==> config.mk <==
export PLATFORM = sky130hd
export DESIGN_NAME = irq_prio_ctrl
export DESIGN_NICKNAME = d
export VERILOG_FILES = /design/src/rtl/irq_prio_ctrl.sv
export SDC_FILE = /design/constraint.sdc
export NUM_CORES = 1
export LEC_CHECK = 0
export CORE_ASPECT_RATIO = 0.75
export CORE_MARGIN = 1.5
export CORE_UTILIZATION = 47
export DETAILED_ROUTE_END_ITERATION = 16
export PLACE_DENSITY = 0.77
export SYNTH_ARGS = -nofsm -noshare
export SYNTH_HDL_FRONTEND = slang
export SYNTH_SLANG_ARGS = --single-unit
==> constraint.sdc <==
create_clock -name clk -period 11.1 [get_ports clk]
set_input_delay 1.665 -clock clk [delete_from_list [all_inputs] [get_ports clk]]
set_output_delay 1.665 -clock clk [all_outputs]
set_load 0.05 [all_outputs]
==> src/rtl/irq_prio_ctrl.sv <==
`timescale 1ns/1ps
module irq_prio_ctrl #(
  parameter int N_LINES    = 8,
  parameter int PRIO_W     = 3,
  parameter int VEC_W      = 8,
  parameter int RESET_BASE = 32,
  parameter int SPUR_VEC   = 255
) (
  input  logic              clk,
  input  logic              rst_n,
  input  logic [7:0]        irq_in,
  input  logic              reg_we,
  input  logic [1:0]        reg_addr,
  input  logic [31:0]       reg_wdata,
  output logic [31:0]       reg_rdata,
  output logic              int_out,
  input  logic              cpu_ack,
  output logic              ack_valid,
  output logic [7:0]        ack_vec
);
  localparam int PRIO_BITS = N_LINES * PRIO_W;
  localparam int LW = (N_LINES > 1) ? $clog2(N_LINES) : 1;

  logic [N_LINES-1:0]   mask_q, mode_q, edge_pend, prev_q, pending, act;
  logic [PRIO_BITS-1:0] prio_q;
  logic [VEC_W-1:0]     base_q;
  logic                 found;
  logic [LW-1:0]        win;
  logic [PRIO_W-1:0]    best;

  assign pending = (mode_q & irq_in[N_LINES-1:0]) | (~mode_q & edge_pend);
  assign act     = pending & ~mask_q;
  assign int_out = |act;

  always_comb begin
    found = 1'b0;
    win   = '0;
    best  = '0;
    for (int i = 0; i < N_LINES; i++) begin
      if (act[i] && (!found || prio_q[i*PRIO_W +: PRIO_W] > best)) begin
        found = 1'b1;
        win   = LW'(i);
        best  = prio_q[i*PRIO_W +: PRIO_W];
      end
    end
  end

  always_comb begin
    reg_rdata = '0;
    case (reg_addr)
      2'd0: reg_rdata[N_LINES-1:0]   = mask_q;
      2'd1: reg_rdata[N_LINES-1:0]   = mode_q;
      2'd2: reg_rdata[PRIO_BITS-1:0] = prio_q;
      default: reg_rdata[VEC_W-1:0]  = base_q;
    endcase
  end

  always_ff @(posedge clk or negedge rst_n) begin
    if (!rst_n) begin
      mask_q <= '1;
      mode_q <= '0;
      prio_q <= '0;
      base_q <= VEC_W'(RESET_BASE);
    end else if (reg_we) begin
      case (reg_addr)
        2'd0: mask_q <= reg_wdata[N_LINES-1:0];
        2'd1: mode_q <= reg_wdata[N_LINES-1:0];
        2'd2: prio_q <= reg_wdata[PRIO_BITS-1:0];
        default: base_q <= reg_wdata[VEC_W-1:0];
      endcase
    end
  end

  always_ff @(posedge clk or negedge rst_n) begin
    if (!rst_n) begin
      prev_q    <= '0;
      edge_pend <= '0;
    end else begin
      prev_q <= irq_in[N_LINES-1:0];
      for (int i = 0; i < N_LINES; i++) begin
        if (mode_q[i])
          edge_pend[i] <= 1'b0;
        else if (irq_in[i] && !prev_q[i] && !mask_q[i])
          edge_pend[i] <= 1'b1;
        else if (cpu_ack && found && win == LW'(i))
          edge_pend[i] <= 1'b0;
      end
    end
  end

  always_ff @(posedge clk or negedge rst_n) begin
    if (!rst_n) begin
      ack_valid <= 1'b0;
      ack_vec   <= '0;
    end else begin
      ack_valid <= cpu_ack;
      if (cpu_ack)
        ack_vec <= found ? (base_q + VEC_W'(win)) : VEC_W'(SPUR_VEC);
    end
  end

  a_r7_valid_follows_ack: assert property (@(posedge clk) disable iff (!rst_n)
    ack_valid |-> $past(cpu_ack));

  a_r8_spurious_when_idle: assert property (@(posedge clk) disable iff (!rst_n)
    (cpu_ack && !int_out) |=> (ack_valid && ack_vec == VEC_W'(SPUR_VEC)));

  a_r7_vec_in_window: assert property (@(posedge clk) disable iff (!rst_n)
    (ack_valid && $past(int_out)) |-> (VEC_W'(ack_vec - $past(base_q)) < VEC_W'(N_LINES)));

  for (genvar g = 0; g < N_LINES; g++) begin : g_chk
    a_r3_edge_sticky: assert property (@(posedge clk) disable iff (!rst_n)
      (edge_pend[g] && !cpu_ack && !mode_q[g] && !(reg_we && reg_addr == 2'd1)) |=> edge_pend[g]);
    a_r2_masked_no_latch: assert property (@(posedge clk) disable iff (!rst_n)
      (mask_q[g] && !edge_pend[g]) |=> !edge_pend[g]);
  end
endmodule

==> results of run 1 <==
layout make-up:
type | count | area (um^2) | area share, %
timing repair buffer | 133 | 1180 | 18.2
multi-input combinational | 287 | 2910 | 44.8
sequential | 73 | 1840 | 28.3
tap | 128 | 160 | 2.46
inverter | 20 | 75.1 | 1.16
clock inverter | 4 | 73.8 | 1.14
clock buffer | 12 | 256 | 3.95
through the flow:
step	setup WS (ns)	std cells
after floorplan	0.0145	396
after global placement	-0.868	616
after detailed placement	-1.18	616
after CTS	-0.0649	648
after global routing	-0.452	657
final	-0.0181	657
cells in the final DEF, fill, tap and decap left out, types with 8 or more instances in the layout:
cell	count
nor2_1	24
o21ai_2	9
ha_4	14
dfstp_2	9
inv_1	17
buf_4	60
conb_1	8
and2_1	17
ha_1	8
mux2_2	48
dfrtp_1	64
a21oi_1	8
nand2_1	9
clkbuf_16	9
clkdlybuf4s50_1	69
how the worst min path moves through the flow:
stage                         endpoint  slack, ns
after global routing      edge_pend[1]       0.51
after detailed placement  edge_pend[1]       0.48
after floorplan           edge_pend[5]       0.45
after CTS                 edge_pend[1]       0.48
final                     edge_pend[1]       0.48
after global placement    edge_pend[1]       0.47
registers in the layout, summed over array words and instances (netlist names):
register,count
base_q,8
edge_pend,8
ack_valid,1
mask_q,8
mode_q,8
prio_q,24
prev_q,8
ack_vec,8
power groups by stage:
stage | logic, mW | clock network, mW | registers [mW]
floorplan | 0.432 | 0 | 0.412
global placement | 0.683 | 0 | 0.381
detailed placement | 0.713 | 0 | 0.385
CTS | 0.824 | 0.327 | 0.383
global route | 1.01 | 0.339 | 0.395
finish | 0.940 | 0.323 | 0.386
what timing repair did:
action                                  4_1_cts  5_1_grt
hold endpoints to repair                      0        0
buffers inserted                             16        9
endpoints found under the setup margin       15        8
gates resized for setup                      34       36
pin swaps                                    43       39
layer usage:
layer  vias to the layer above  share of wire [%]
met4                         0                1.4
met1                      1827                 44
li1                       1684                  -
met5                         -                  0
met2                       122                 48
met3                        19                6.0
cell families (layout without fill, tap and decap cells):
kind of cell	count (synthesis)	in the layout	share of synthesized area (%)
buffers and inverters	36	169	3.84
and+or+nand+nor	106	106	13.3
DFF	73	73	41.8
other	1	8	0.0853
adders and majority gates	25	25	7.29
muxes	68	68	19.8
xor gates and xnor gates	5	5	0.996
AOI/OAI and AO/OA	75	75	12.8
synth_stat cells, drive strengths merged (3+ instances only):
library cell   n  area share [%]
nor3           5            0.57
dfstp          9             5.4
a31oi          6             1.0
clkbuf         5            0.43
xor2           4            0.80
or3b           4            0.80
o221ai         3             1.0
nand3         11             1.3
dfrtp         64              36
nor3b          5            0.85
ha            24             6.8
o21ai         19             2.3
nand3b         3            0.51
nand2         13             1.2
a21o           3            0.51
a22o           3            0.80
buf           11             1.7
inv           20             1.7
mux4           8             4.2
nor2          28             2.4
mux2          49              13
a221oi         3             1.0
a211oi         7             1.3
a21oi         16             2.1
nor2b          6            0.85
and2          21             3.0
mux2i         11             3.1
==> flow_summary_export.csv, run 1 <==
group,metric,value,unit
cells_and_area,layout-drive-gt1-share,44.2,%
sta,slew_viol_final,0,
cells_and_area,design_area,0.00650,mm^2
pwr,combPwrFrac,57.0,%
floorplanning,core,0.00908,mm^2
clocking,path_clk_slew,0.06,ns
sta,clock_skew,0.00509,ns
pwr,p_int,1.00,mW
cells_and_area,fillers,646,
worst_hold_path,hp-class,"flop to flop",
status,violations,"setup timing",
critical_path,cp.arrival,11.30,ns
sta,fmaxAchievable,89.9,MHz
pwr,ir_worst_vdd,0.125,mV
pwr,clockPowerShare,19.6,%
synth,synth.ff_latch_count,73,
flow_run,drv_cap,0,
floorplanning,initial_core_util,48.4,%
synth,synth_seq_area_share,41.8,%
clocking,hold_buffers,0,
floorplanning,boundaryPins,88,
grt,busiest_layer,"met2",
detailed_routing,via_per_inst,5.56,
pwr,pwr_density_cell,254,mW/mm^2
sta,finalSetupViolations,1,
sta,setup_tns,-0.0181,ns
synth,netlist_instances,389,
critical_path,crit_required,11.29,ns
clocking,clk_latency,0.34,ns
clocking,clockBufferDepth,2,
detailed_routing,drt_iter0_drc,246,
sta,tightest_slew,1.12,ns
synth,syn_avg_cell_area,11.3,um^2
sta,rsz0062_at_grt,"true",
critical_path,critical_path.endpoint,"ack_vec[6]",
sta,hold_viol_final,0,
placed_design,hpwl,8080,um
detailed_routing,drc_errors,0,
critical_path,r2r_setup_slack,0.82,ns
cells_and_area,nets,595,
floorplanning,die_w,115,um
grt,grt_pass1_wl,18800,um
detailed_routing,via_count,3652,
cells_and_area,fin_util,71.5,%
grt,grt_usage,24.9,%
detailed_routing,dr.pass1.iters,4,
synth,synth_edf_count,0,
synth,netlist_area,0.00440,mm^2
critical_path,path_buf_inv,4,
cells_and_area,antenna_cells,0,
detailed_routing,antenna_left,0,
critical_path,path_depth,56,
sta,worst_hold_slack,0.485,ns
grt,overflow,0,
floorplanning,rows,30,
placed_design,port_buffers,71,
sta,fin_crit_sh,100,%
critical_path,crit_path_start,"irq_in[0]",
detailed_routing,wl_per_cell,18.2,um
sta,setup_ws,-0.0181,ns
grt,antenna_found_initial,0,
placed_design,place_area,0.00557,mm^2
critical_path,critical-path-slowest-cell,"or3b_4",
critical_path,worst_setup_path_start_kind,"input port",
grt,grtUsageMet3,5.87,%
cells_and_area,synthToLayoutAreaGrowth,47.8,%
synth,async_flop_share,100,%
critical_path,reg2reg_depth,55,
critical_path,worstReg2RegStart,"mode_q[0]",
grt,met2_usage,40.0,%
grt,grt_pass1_vias,3668,
floorplanning,fp.dieH,86.8,um
sta,fin_crit,11.12,ns
pwr,p_seq_share,23.4,%
worst_hold_path,min_path_cells,1,
pwr,fin_total_pwr,1.65,mW
status,outcome,"complete, but fails checks",
pwr,switching_power,646,uW
grt,grt_start_max_net_pins,74,
clocking,cts_tree,"done",
clocking,clock-sinks,73,
floorplanning,dieArea,0.00995,mm^2
detailed_routing,wirelength,12000,um
pwr,p_sw_share,39.1,%
synth,yosysUniqueCellTypes,60,
grt,grt_util_met1,34.1,%
clocking,cts_buffers,9,
worst_hold_path,min_from,"mode_q[1]",
critical_path,reg2reg_to,"ack_vec[6]",
critical_path,max_stage_delay,0.43,ns
sta,slew_headroom,24.9,%
critical_path,criticalPathCategory,"input port to flop",
synth,synth_flop_cell,"dfrtp_1",
critical_path,cp-end-kind,"flop",
synth,yosysWarnings,0,
critical_path,crit_family,"compound AO/OA/AOI/OAI gates",
critical_path,critPathMaxFanout,5,
pwr,leakage,2.68,nW
clocking,htreeDepth,3,
placed_design,place_congestion,0.820,
clocking,root_buffer,"clkbuf_16",
(Power assumes the default switching activity.)
==> run 2, diff against run 1 <==
Settings changed: ABC_AREA set to 1, SETUP_SLACK_MARGIN set to 0.2, SKIP_CTS_REPAIR_TIMING set to 1.
==> flow_summary_export.csv, run 2 <==
group,metric,value,unit
pwr,pwr_density_cell,262,mW/mm^2
floorplanning,initial_core_util,48.2,%
synth,synth_edf_count,0,
critical_path,cp.arrival,10.15,ns
detailed_routing,antenna_left,0,
detailed_routing,drt_iter0_drc,247,
critical_path,worst_setup_path_start_kind,"input port",
grt,grt_start_max_net_pins,74,
critical_path,crit_path_start,"irq_in[0]",
synth,synth_top_family_by_area,"simple AND/OR/NAND/NOR gates",
synth,yosysUniqueCellTypes,35,
grt,antenna_found_initial,0,
synth,syn_avg_cell_area,7.52,um^2
grt,grt_pass1_vias,3807,
detailed_routing,dr.pass1.iters,5,
clocking,htreeDepth,3,
synth,synthMuxAreaShare,0,%
critical_path,reg2reg_to,"ack_vec[7]",
detailed_routing,drc_errors,0,
synth,yosys.area.top_type_share,36.7,%
cells_and_area,instances_no_fill,794,
synth,synth.most_common_cell,"nand2_1",
critical_path,crit_required,11.31,ns
clocking,cts_tree,"done",
clocking,path_clk_slew,0.06,ns
flow_run,drv_cap,0,
critical_path,critPathMostFrequentCell,"nand2_1",
synth,synth.ff_latch_count,73,
synth,netlist_instances,580,
clocking,clock-sinks,73,
synth,async_flop_share,100,%
detailed_routing,via_per_inst,5.18,
placed_design,hpwl,8450,um
pwr,ir_worst_vdd,0.214,mV
floorplanning,core,0.00905,mm^2
worst_hold_path,hp-class,"flop to flop",
sta,clock_skew,0.00738,ns
floorplanning,fp.dieH,86.5,um
synth,synth_seq_area_share,42.1,%
sta,fmaxAchievable,101,MHz
worst_hold_path,min_from,"prev_q[7]",
clocking,clk_latency,0.34,ns
synth,synth_xor_area_share,1.20,%
cells_and_area,antenna_cells,0,
sta,slew_viol_final,0,
grt,overflow,0,
placed_design,place_congestion,0.896,
status,outcome,"complete, no violations",
placed_design,place_inst,770,
synth,synth_fa_ha_area_share,7.34,%
detailed_routing,wl_per_cell,15.1,um
pwr,leakage,2.89,nW
sta,tightest_slew,0.956,ns
placed_design,port_buffers,71,
critical_path,criticalPathCategory,"input port to flop",
detailed_routing,wirelength,12000,um
cells_and_area,nets,732,
cells_and_area,largest_register,"prio_q",
synth,synth-compound-area-share,11.9,%
critical_path,worstReg2RegStart,"mode_q[0]",
cells_and_area,final_common_cell,"nand2_1",
cells_and_area,largest_reg_flops,24,
synth,synth.largest_area_cell,"dfrtp_1",
cells_and_area,layout-drive-gt1-share,14.3,%
critical_path,critical_path.endpoint,"ack_vec[7]",
critical_path,critPathMaxFanout,6,
sta,finalSetupViolations,0,
sta,fin_crit,9.94,ns
synth,synthTopCellsByCount,"nand2_1 (145), inv_1 (86), dfrtp_1 (64), nor2_1 (49), o21ai_0 (43)",
cells_and_area,final_cell_mix,"nand2_1 (138), inv_1 (82), clkdlybuf4s50_1 (69)",
cells_and_area,synthToLayoutAreaGrowth,31.2,%
synth,synth_top_cells_by_area,"dfrtp_1 (37%), nand2_1 (12%), inv_1 (7.4%)",
critical_path,max_stage_delay,0.31,ns
critical_path,reg2reg_depth,75,
floorplanning,boundaryPins,88,
clocking,cts_buffers,9,
floorplanning,rows,30,
floorplanning,die_w,114,um
synth,netlist_area,0.00436,mm^2
grt,grt_pass1_wl,18500,um
critical_path,cp-end-kind,"flop",
synth,synthSimpleGateAreaFrac,27.2,%
sta,rsz0062_at_grt,"false",
floorplanning,dieArea,0.00988,mm^2
grt,grt_usage,24.6,%
clocking,root_buffer,"clkbuf_16",
synth,yosysWarnings,0,
sta,slew_headroom,36.3,%
critical_path,r2r_setup_slack,2.17,ns
sta,fin_crit_sh,89.5,%
cells_and_area,fillers,762,
sta,hold_viol_final,0,
clocking,clockBufferDepth,2,
cells_and_area,fin_util,63.3,%
critical_path,critical-path-slowest-cell,"ha_1",
synth,synth_flop_cell,"dfrtp_1",
detailed_routing,via_count,4116,
run 2: changes by cell type in the layout (fill, tap and decap cells not counted), sizes merged, moves of 8 or more:
cell and delta:
inv +70, nor2 +27, nand2 +147, a21oi +21
o21ai +26, nand4 +9, and2 -11, buf -52
mux2i -11, mux4 -8, nand3 +22, mux2 -49
run 2: worst min path at each step:
stage / slack (ns) / cells past startpoint / to
2_1_floorplan: 0.42 / 1 / edge_pend[7]
3_3_place_gp: 0.44 / 1 / edge_pend[7]
3_5_place_dp: 0.44 / 1 / edge_pend[7]
4_1_cts: 0.47 / 1 / edge_pend[7]
5_1_grt: 0.49 / 1 / edge_pend[7]
6_report: 0.47 / 1 / edge_pend[7]
run 2: logic make-up after synthesis:
kind of cell | after synthesis
adders and majority gates | 25
DFF | 73
buffers and inverters | 110
and+or+nand+nor | 269
other | 1
AOI/OAI and AO/OA | 96
xor gates and xnor gates | 6
run 2: power breakdown:
group | total [mW] | leakage, nW | internal [mW] | switching (mW)
clock | 0.287 | 0.139 | 0.174 | 0.113
sequential | 0.364 | 0.850 | 0.324 | 0.0403
combinational | 0.846 | 1.90 | 0.326 | 0.520
run 2: stage by stage:
stage / hold WS, ns / TNS (ns) / worst slack [ns] / total power [mW] / area (um^2)
floorplan: 0.420 / 0 / 1.42 / 0.876 / 4390
global placement: 0.437 / 0 / 0.169 / 1.04 / 5180
detailed placement: 0.443 / -0.317 / -0.165 / 1.07 / 5180
CTS: 0.469 / 0 / 0.117 / 1.36 / 5470
global route: 0.486 / 0 / 0.268 / 1.61 / 5730
finish: 0.471 / 0 / 1.16 / 1.50 / 5730
run 2: layout make-up:
| cell class | instances | area (um^2) | area share (%) |
|---|---|---|---|
| clock inverter | 5 | 56.3 | 0.983 |
| sequential | 73 | 1840 | 32.1 |
| clock buffer | 11 | 233 | 4.06 |
| timing repair buffer | 82 | 791 | 13.8 |
| inverter | 91 | 342 | 5.97 |
| multi-input combinational | 404 | 2310 | 40.3 |
| tap | 128 | 160 | 2.80 |
run 2: critical path: cells and delay by family:
kind,cells,cell delay (ns)
simple gates,43,3.92
fa+ha+maj,8,2.15
compound gates,14,1.58
buf+inv,9,0.64
xor+xnor,1,0.20
run 2: layer usage:
metal | GRT usage (%) | share of wire (%) | up-vias | routed length [um]
met1 | 34.9 | 46 | 1956 | 5490
met3 | 5.80 | 6.7 | 15 | 798
met4 | 7.05 | 1.2 | 0 | 142
met5 | 0 | 0 | - | 0
met2 | 37.8 | 46 | 149 | 5540
li1 | - | - | 1996 | -
